File: src/rtl/i2c_slv_pkg.sv
package i2c_slv_pkg;
  localparam logic [5:0] DEV_PREFIX = 6'b011010;
  localparam logic [7:0] GEN_CALL_W = 8'h00;

  typedef enum logic [2:0] {
    ST_IDLE,
    ST_ADDR,
    ST_ADDR_END,
    ST_ACK,
    ST_WR,
    ST_WR_END,
    ST_RD,
    ST_RD_MACK
  } slv_state_t;
endpackage

File: src/rtl/i2c_slv_sync.sv
module i2c_slv_sync #(
  parameter int LINES  = 2,
  parameter int STAGES = 2
) (
  input  logic             clk,
  input  logic             rst,
  input  logic [LINES-1:0] din,
  output logic [LINES-1:0] cur,
  output logic [LINES-1:0] prev
);
  generate
    for (genvar i = 0; i < LINES; i++) begin : g_line
      logic [STAGES-1:0] pipe;
      always_ff @(posedge clk) begin
        if (rst) pipe <= '1;
        else     pipe <= {pipe[STAGES-2:0], din[i]};
      end
      assign cur[i] = pipe[STAGES-1];
    end
  endgenerate

  always_ff @(posedge clk) begin
    if (rst) prev <= '1;
    else     prev <= cur;
  end
endmodule

File: src/rtl/i2c_slv_ptr.sv
module i2c_slv_ptr #(
  parameter int ADDR_W = 8
) (
  input  logic              clk,
  input  logic              rst,
  input  logic              load,
  input  logic [ADDR_W-1:0] load_val,
  input  logic              inc,
  output logic [ADDR_W-1:0] ptr
);
  always_ff @(posedge clk) begin
    if (rst)       ptr <= '0;
    else if (load) ptr <= load_val;
    else if (inc)  ptr <= ptr + 1'b1;
  end

  p_wrap_r7: assert property (@(posedge clk) disable iff (rst)
    (inc && !load && ptr == '1) |=> (ptr == '0));
endmodule

File: src/rtl/i2c_autoinc_slave.sv
module i2c_autoinc_slave
  import i2c_slv_pkg::*;
#(
  parameter int ADDR_W      = 8,
  parameter int SYNC_STAGES = 2
) (
  input  logic              clk,
  input  logic              rst,
  input  logic              strap_sel,
  input  logic              scl_i,
  input  logic              sda_i,
  output logic              sda_oe,
  output logic              wr_en,
  output logic [ADDR_W-1:0] wr_addr,
  output logic [7:0]        wr_data,
  output logic [ADDR_W-1:0] rd_addr,
  input  logic [7:0]        rd_data
);
  localparam int BIT_W = 3;
  localparam logic [BIT_W-1:0] LAST_BIT = 3'd7;

  logic [1:0] ln_cur, ln_prev;
  logic scl_s, scl_p, sda_s, sda_p;
  logic scl_rise, scl_fall, start_det, stop_det;

  i2c_slv_sync #(.LINES(2), .STAGES(SYNC_STAGES)) u_sync (
    .clk(clk), .rst(rst), .din({scl_i, sda_i}), .cur(ln_cur), .prev(ln_prev)
  );

  assign scl_s = ln_cur[1];
  assign sda_s = ln_cur[0];
  assign scl_p = ln_prev[1];
  assign sda_p = ln_prev[0];

  assign scl_rise  = scl_s & ~scl_p;
  assign scl_fall  = ~scl_s & scl_p;
  assign start_det = scl_s & scl_p & sda_p & ~sda_s;
  assign stop_det  = scl_s & scl_p & ~sda_p & sda_s;

  slv_state_t       state;
  logic [BIT_W-1:0] bit_cnt;
  logic [7:0]       sh, tx;
  logic             rw_q, sub_pend, mack_q;
  logic             own_hit, gc_hit;
  logic             ptr_load, ptr_inc;
  logic [ADDR_W-1:0] ptr_val;

  assign own_hit = (sh[7:1] == {DEV_PREFIX, strap_sel});
  assign gc_hit  = (sh == GEN_CALL_W);

  always_comb begin
    ptr_load = (state == ST_WR_END) && scl_fall && sub_pend && !start_det && !stop_det;
    ptr_inc  = ((state == ST_WR_END) && scl_fall && !sub_pend && !start_det && !stop_det) ||
               ((state == ST_RD) && scl_fall && (bit_cnt == LAST_BIT) && !start_det && !stop_det);
    ptr_val  = ADDR_W'(sh);
  end

  i2c_slv_ptr #(.ADDR_W(ADDR_W)) u_ptr (
    .clk(clk), .rst(rst), .load(ptr_load), .load_val(ptr_val),
    .inc(ptr_inc), .ptr(rd_addr)
  );

  always_ff @(posedge clk) begin
    if (rst) begin
      state    <= ST_IDLE;
      bit_cnt  <= '0;
      sh       <= '0;
      tx       <= '0;
      rw_q     <= 1'b0;
      sub_pend <= 1'b0;
      mack_q   <= 1'b0;
      sda_oe   <= 1'b0;
      wr_en    <= 1'b0;
      wr_addr  <= '0;
      wr_data  <= '0;
    end else begin
      wr_en <= 1'b0;
      if (start_det) begin
        state   <= ST_ADDR;
        bit_cnt <= '0;
        sda_oe  <= 1'b0;
      end else if (stop_det) begin
        state  <= ST_IDLE;
        sda_oe <= 1'b0;
      end else begin
        case (state)
          ST_ADDR, ST_WR: if (scl_rise) begin
            sh      <= {sh[6:0], sda_s};
            bit_cnt <= bit_cnt + 1'b1;
            if (bit_cnt == LAST_BIT)
              state <= (state == ST_ADDR) ? ST_ADDR_END : ST_WR_END;
          end
          ST_ADDR_END: if (scl_fall) begin
            if (own_hit || gc_hit) begin
              sda_oe   <= 1'b1;
              rw_q     <= sh[0];
              sub_pend <= own_hit;
              state    <= ST_ACK;
            end else begin
              state <= ST_IDLE;
            end
          end
          ST_WR_END: if (scl_fall) begin
            sda_oe   <= 1'b1;
            sub_pend <= 1'b0;
            state    <= ST_ACK;
            if (!sub_pend) begin
              wr_en   <= 1'b1;
              wr_addr <= rd_addr;
              wr_data <= sh;
            end
          end
          ST_ACK: if (scl_fall) begin
            bit_cnt <= '0;
            if (rw_q) begin
              tx     <= rd_data;
              sda_oe <= ~rd_data[7];
              state  <= ST_RD;
            end else begin
              sda_oe <= 1'b0;
              state  <= ST_WR;
            end
          end
          ST_RD: if (scl_fall) begin
            bit_cnt <= bit_cnt + 1'b1;
            if (bit_cnt == LAST_BIT) begin
              sda_oe <= 1'b0;
              mack_q <= 1'b0;
              state  <= ST_RD_MACK;
            end else begin
              tx     <= {tx[6:0], 1'b0};
              sda_oe <= ~tx[6];
            end
          end
          ST_RD_MACK: begin
            if (scl_rise) mack_q <= ~sda_s;
            if (scl_fall) begin
              if (mack_q) begin
                tx      <= rd_data;
                sda_oe  <= ~rd_data[7];
                bit_cnt <= '0;
                state   <= ST_RD;
              end else begin
                state <= ST_IDLE;
              end
            end
          end
          default: ;
        endcase
      end
    end
  end

  p_strobe_single_r5: assert property (@(posedge clk) disable iff (rst)
    wr_en |=> !wr_en);

  p_ptr_step_r5: assert property (@(posedge clk) disable iff (rst)
    wr_en |-> (rd_addr == ADDR_W'(wr_addr + 1'b1)));

  p_release_on_stop_r9: assert property (@(posedge clk) disable iff (rst)
    stop_det |=> !sda_oe);

  p_nack_foreign_r2: assert property (@(posedge clk) disable iff (rst)
    ((state == ST_ADDR_END) && scl_fall && !own_hit && !gc_hit && !start_det && !stop_det)
      |=> (!sda_oe && state == ST_IDLE));

  p_idle_quiet_r2: assert property (@(posedge clk) disable iff (rst)
    (state == ST_IDLE) |-> !sda_oe);
endmodule

File: config.mk
export PLATFORM = sky130hd
export DESIGN_NAME = i2c_autoinc_slave
export DESIGN_NICKNAME = d
export VERILOG_FILES = /design/src/rtl/i2c_slv_pkg.sv /design/src/rtl/i2c_slv_sync.sv /design/src/rtl/i2c_slv_ptr.sv /design/src/rtl/i2c_autoinc_slave.sv
export SDC_FILE = /design/constraint.sdc
export NUM_CORES = 1
export LEC_CHECK = 0
export ABC_AREA = 0
export BUFFER_PORTS_ARGS = -buffer_cell sky130_fd_sc_hd__buf_2
export CAP_MARGIN = 20
export CORE_MARGIN = 5
export CORE_UTILIZATION = 61
export CTS_CLUSTER_SIZE = 8
export DETAILED_ROUTE_END_ITERATION = 8
export GPL_TIMING_DRIVEN = 0
export PLACE_DENSITY = 0.87
export SKIP_CTS_REPAIR_TIMING = 1
export SLEW_MARGIN = 0
export SYNTH_ARGS = -nofsm -noshare
export SYNTH_HDL_FRONTEND = slang
export SYNTH_SLANG_ARGS = --single-unit
File: constraint.sdc
create_clock -name clk -period 3.4 [get_ports clk]
set_clock_uncertainty 0.05 [all_clocks]
set_input_delay 0.51 -clock clk [delete_from_list [all_inputs] [get_ports clk]]
set_output_delay 0.51 -clock clk [all_outputs]
set_load 0.005 [all_outputs]
After elaboration in Yosys (flattened, before gate mapping) --
Cells that the tools add are included.
Cells by class: mux-type cells 49, bitwise logic cells 18, magnitude comparators 0, shift-type cells 0, $add $sub $neg 2, reductions and logical operators 39, equal/unequal tests 30, div/mod/pow operators 0, $mul 0
Operators with widths (count):
- 2-to-1 mux 3 bit | 15
- 2-to-1 mux 7 bit | 6
- inequality test 4 bit, second input constant | 7
- AND reduction 9 bit | 3
- inequality test 2 bit, second input constant | 12
- case mux 7 bit (3 select lines) | 1
- 2-to-1 mux 1 bit | 18
- case mux 3 bit (6 select lines) | 1
- 2-to-1 mux 8 bit | 2
- equality test 3 bit, second input constant | 5
- case mux 3 bit (4 select lines) | 1
- AND reduction 6 bit | 2
- logical AND 1 bit | 11
- NOT 1 bit | 11
- AND reduction 5 bit | 2
- adder 8 x 1 -> 8 bit, second input constant | 1
- zero test 8 bit | 1
- AND reduction 8 bit | 1
- nonzero test 8 bit | 1
- AND 1 bit | 7
- equality test 7 x 6 -> 1 bit | 1
- AND reduction 7 bit | 1
- equality test 3 x 2 -> 1 bit, second input constant | 2
- nonzero test 2 bit | 3
- other kinds (17) | 23
Word-level totals: input bits 13, logic and storage cells 154, memories 0, register bits 56, output and inout bits 26, RAM bits 0, bits in latches 0, bits in read-only memories 0

Depth between registers and ports, before layout --
word-level depth 9, depth in mapped cells 7, depth with buffers taken out 6

By module --
A second synthesis with hierarchy kept.
Second synthesis, totals: cell total of the unflattened synthesis 313, area total of the unflattened synthesis 2701.3 um^2
By module, submodules not included:
- i2c_autoinc_slave | times used 1, area each 2064.5 um^2, cells each 246, seq. area each 840.8 um^2
- i2c_slv_ptr | times used 1, area each 464.2 um^2, cells each 53, seq. area each 160.2 um^2
- i2c_slv_sync | times used 1, area each 172.7 um^2, cells each 14, seq. area each 120.1 um^2

Least setup slack after synthesis --
No wires, ideal clock.
path type register to register, start reg bit_cnt[0], end reg u_ptr.ptr[5], setup slack 1.513 ns, path buffers 0, data required time 3.259 ns, library setup time 0.091 ns, data arrival time 1.746 ns, stages on the path, launching flop included 7, period minus slack after synthesis 1.887 ns, cells stage by stage dfxtp_1 > ha_1 > ha_1 > nand3b_1 > o32a_4 > or4_1 > a311oi_1
Between the ends: word-level cells in the longest chain between the ends 6
Ends and longest elaborated chain:
- from (decl) | RTL line i2c_autoinc_slave.sv:41 | logic [BIT_W-1:0] bit_cnt;
- from (signal assigned) | RTL line i2c_autoinc_slave.sv:89 | bit_cnt <= bit_cnt + 1'b1;
- from (signal assigned) | RTL line i2c_autoinc_slave.sv:125 | bit_cnt <= bit_cnt + 1'b1;
- equality test 3 bit | RTL line i2c_autoinc_slave.sv:54 | ((state == ST_RD) && scl_fall && (bit_cnt == LAST_BIT) && !start_det && !stop_det);
- logical AND 1 bit (3 in a row) | RTL line i2c_autoinc_slave.sv:54
- logical OR 1 bit | RTL line i2c_autoinc_slave.sv:53 | ptr_inc = ((state == ST_WR_END) && scl_fall && !sub_pend && !start_det && !stop_det) ||
- nonzero test 2 bit (no source line)
- to (signal assigned) | RTL line i2c_slv_ptr.sv:13 | else if (load) ptr <= load_val;
- to (signal assigned) | RTL line i2c_slv_ptr.sv:14 | else if (inc) ptr <= ptr + 1'b1;
- to (decl) | RTL line i2c_slv_ptr.sv:9 | output logic [ADDR_W-1:0] ptr
Every way passes these cells. A chain may end at the register's enable or synchronous reset.

Worst setup path in the final report --
Ends and elaborated chain as after synthesis.

==> results <==
- The via count of the first global-routing pass is 2262.
- Setup repair after global routing left no endpoint under its margin.
- The number of flops mapped to enable cells by yosys is 0.
- The post-synthesis instance total is 307.
- The required time reported for the critical path endpoint is 3.56 ns.
- The endpoint kind of the worst setup timing path is a register.
- The worst hold path passes through 2 cells.
- After routing the design area is 3085 um^2.
- After detailed routing, the total wire length is 6.456 mm.
- The H-tree generated during clock tree synthesis spans 2 levels.
- The slew at the pin closest to its max-slew limit is 0.5472 ns.
- The worst-case hold slack is 0.3234 ns.
- The floorplan step set the die width to 76.78 um.
- The number of nets produced by synthesis is 323.
- The violation count after the first detailed-route iteration is 138.
- The launching point of the worst reg2reg path is bit_cnt[0].
- The floorplan step set the die height to 76.78 um.
- The share of async-settable or async-resettable flops after synthesis is 0%.
- Dividing the final minimum period by the clock period gives 64.75%.
- The average footprint of a synthesized cell is 8.860 um^2.
- Dividing the detail-routed wire length by the instance count gives 15.98 um.
- The top-level I/O count is 39.
- The post-layout net count is 367.
- The number of antenna violations at the first check in global routing is 0.
- The tree built by TritonCTS fans out to 56 sinks.
- From synthesis to final layout, the design area changed by 13.43%.
- The layout cell share with drive strength beyond 1 is 19.03%.
- The critical path is of the register to register type.
- The repair_antennas step left the layout with diodes totalling 0.
- The worst register-to-register path has a depth of 6.
- The effective utilization at floorplan is 62.47%.
- In this run the remaining antenna-violating nets after routing total 0.
- The register clock-pin slew on the reported worst setup and hold paths is 0.10 ns.
- Row generation in the floorplan step produced 24 rows.
- The number of clock buffers added by TritonCTS is 5.
- The die covers 5894 um^2.
- The count of pins over their slew limit is 0.
- The overall via count from detail_route is 2459.
- The remaining design rule violation count is 0.
- For the worst setup path, the data arrival time is 2.36 ns.
- The cell area after synthesis is 2720 um^2.
- The pre-CTS setup slack is 1.257 ns.
- Leaving out fill and tap cells, the most frequent cell in the layout is sky130_fd_sc_hd__dfxtp_1.
- TritonCTS built the clock tree.
- The first global-routing pass estimated 10.85 mm of wire.
- The final-report setup violation count is 0.
- The total global-route track usage is 22.12%.
- The number of distinct standard cells referenced by the synthesized netlist is 50.
- The largest net degree at the start of global routing is 19.
- The clock tree root buffer cell is sky130_fd_sc_hd__clkbuf_8.
- After detailed routing, the number of vias per cell comes to 6.087.
- The synthesized design contains 56 register bits.
- The fill cell total of the finished layout is 334.
- The worst min-delay path category is primary input to register.
- The smallest setup slack after layout is 1.199 ns.
- The destination of the worst register-to-register timing path is u_ptr.ptr[5].
- The worst hold path terminates at u_sync.g_line[0].pipe[0].
- The first detailed-routing pass ran for 4 iterations.
- The static power due to leakage is 1.358 nW.
- The clock passes through at most 2 buffers.
- The most used flip-flop cell after synthesis is sky130_fd_sc_hd__dfxtp_1.
- The total congestion overflow is 0.
- Routability-driven placement finished with a final weighted congestion of 0.9413.
- Across the run, the number of max-cap violations was 0.
- The flow ran to the end, and the final reports show no timing, DRC or antenna violations.
- For this run, the register share of the synthesized area comes to 41.21%.
- The HPWL after detailed placement is 4.615 mm.
- Setup slack on the worst reg-to-reg path comes out at 1.20 ns.
- The total negative slack is 0 ns.
- STA classifies the critical path startpoint as a register.
- The later pin in the worst-skew pair is clocked with a latency of 0.31 ns.
- The maximum clock frequency is 454.3 MHz.
- During placement, the flow inserted port buffers numbering 37.
- For this design the ratio of total power to cell area is 373.7 nW/um^2.
- The peak supply drop is 261.1 uV.
- During synthesis, Yosys emitted a total of 0 warnings.
- The region available for standard cell placement spans 4354 um^2.
- The normalized max-slew margin is 63.04%.
- The final-report hold violation count is 0.
- The minimum clock period is 2.201 ns.
- Of all nets on the critical path, the largest fanout is 7.
- The hold path startpoint is sda_i.
- The post-placement cell area is 2970 um^2.
- Leaving out fill and tap cells, the most frequent cells in the layout are sky130_fd_sc_hd__dfxtp_1 (56), sky130_fd_sc_hd__buf_2 (41), sky130_fd_sc_hd__nor2_1 (33).
sequential cells by signal, summed over array words and instances, names as in the netlist:
register	cells
mack_q	1
state	3
u_sync.g_line.pipe	4
tx	7
wr_en	1
rw_q	1
wr_addr	8
wr_data	8
ptr_val	8
bit_cnt	3
sda_oe	1
sub_pend	1
u_sync.prev	2
u_ptr.ptr	8
where the power goes:
part / internal [mW] / total [mW] / switching [mW]
sequential: 0.659 / 0.661 / 0.00235
clock: 0.222 / 0.444 / 0.222
combinational: 0.0178 / 0.0482 / 0.0304
cells in the mapped netlist, types with 2 or more instances:
master	number	area share, %
sky130_fd_sc_hd__a211oi_1	8	2.2
sky130_fd_sc_hd__a21oi_1	19	3.5
sky130_fd_sc_hd__a311oi_1	7	2.3
sky130_fd_sc_hd__a31oi_1	5	1.1
sky130_fd_sc_hd__and2_1	3	0.69
sky130_fd_sc_hd__and3b_1	3	0.97
sky130_fd_sc_hd__buf_2	4	0.74
sky130_fd_sc_hd__buf_4	2	0.55
sky130_fd_sc_hd__buf_6	3	1.2
sky130_fd_sc_hd__clkbuf_1	14	1.9
sky130_fd_sc_hd__dfxtp_1	56	41
sky130_fd_sc_hd__ha_1	3	1.4
sky130_fd_sc_hd__inv_1	7	0.97
sky130_fd_sc_hd__mux2i_1	24	8.8
sky130_fd_sc_hd__nand2_1	14	1.9
sky130_fd_sc_hd__nand2b_1	9	2.1
sky130_fd_sc_hd__nand3_1	19	3.5
sky130_fd_sc_hd__nand3b_1	4	1.1
sky130_fd_sc_hd__nand4_1	3	0.69
sky130_fd_sc_hd__nand4b_1	2	0.64
sky130_fd_sc_hd__nor2_1	33	4.6
sky130_fd_sc_hd__nor2b_1	3	0.69
sky130_fd_sc_hd__nor3_1	3	0.55
sky130_fd_sc_hd__nor3b_1	2	0.55
sky130_fd_sc_hd__nor4_1	2	0.46
sky130_fd_sc_hd__o21a_1	2	0.55
sky130_fd_sc_hd__o21ai_0	5	0.92
sky130_fd_sc_hd__o21ai_1	5	0.92
sky130_fd_sc_hd__o2bb2ai_1	2	0.64
sky130_fd_sc_hd__o31ai_1	4	1.1
sky130_fd_sc_hd__o32ai_1	2	0.64
sky130_fd_sc_hd__or2_2	8	1.8
sky130_fd_sc_hd__or3_1	5	1.1
sky130_fd_sc_hd__or4_1	4	1.1
sky130_fd_sc_hd__xor2_1	3	0.97
kinds of logic after synthesis:
| logic type | after synthesis | share of synthesized area [%] |
|---|---|---|
| compound gates | 68 | 17.43 |
| fa+ha+maj | 3 | 1.380 |
| simple gates | 122 | 24.61 |
| mux | 24 | 8.832 |
| flops | 56 | 41.21 |
| buf+inv | 31 | 5.566 |
| xor+xnor | 3 | 0.9661 |
through the flow:
stage	total power, mW	std cells	utilization, %
finish	1.153	404	70.86
detailed placement	0.7238	396	68.22
global route	1.201	404	70.86
global placement	0.7237	396	68.22
CTS	1.162	404	70.86
floorplan	0.7069	307	-
final cells by class:
class                      instances  area (um^2)  share of cell area [%]
buffer                            23        121.4                   3.933
timing repair buffer              37        185.2                   6.002
clock inverter                     3        46.29                   1.500
clock buffer                       5        68.82                   2.230
tap                               52        65.06                   2.109
inverter                           8        30.03                  0.9732
multi-input combinational        220         1448                   46.92
sequential                        56         1121                   36.33
per-layer routing:
metal / track usage [%] / vias up / routed length (um)
met2: 34.97 / 86 / 3081
met4: 9.965 / 0 / 225
met3: 3.513 / 23 / 360
met1: 29.51 / 1146 / 2790
li1: - / 1204 / -
met5: 0 / - / 0
critical path, cell delays in order, from the launching register on:
cell and delay, ns:
sky130_fd_sc_hd__dfxtp_1 0.37, sky130_fd_sc_hd__ha_1 0.16, sky130_fd_sc_hd__ha_1 0.32, sky130_fd_sc_hd__nand3b_1 0.13
sky130_fd_sc_hd__o32a_4 0.26, sky130_fd_sc_hd__or4_1 0.50, sky130_fd_sc_hd__a311oi_1 0.30
worst max-delay path by stage:
| stage | from | endpoint | cells past startpoint |
|---|---|---|---|
| floorplan | bit_cnt[0] | u_ptr.ptr[5] | 6 |
| global placement | bit_cnt[0] | u_ptr.ptr[5] | 6 |
| detailed placement | bit_cnt[0] | tx[5] | 7 |
| CTS | bit_cnt[0] | tx[5] | 7 |
| global route | u_sync.g_line[1].pipe[1] | ptr_val[2] | 6 |
| finish | bit_cnt[0] | u_ptr.ptr[5] | 6 |
(Power assumes the default switching activity.)
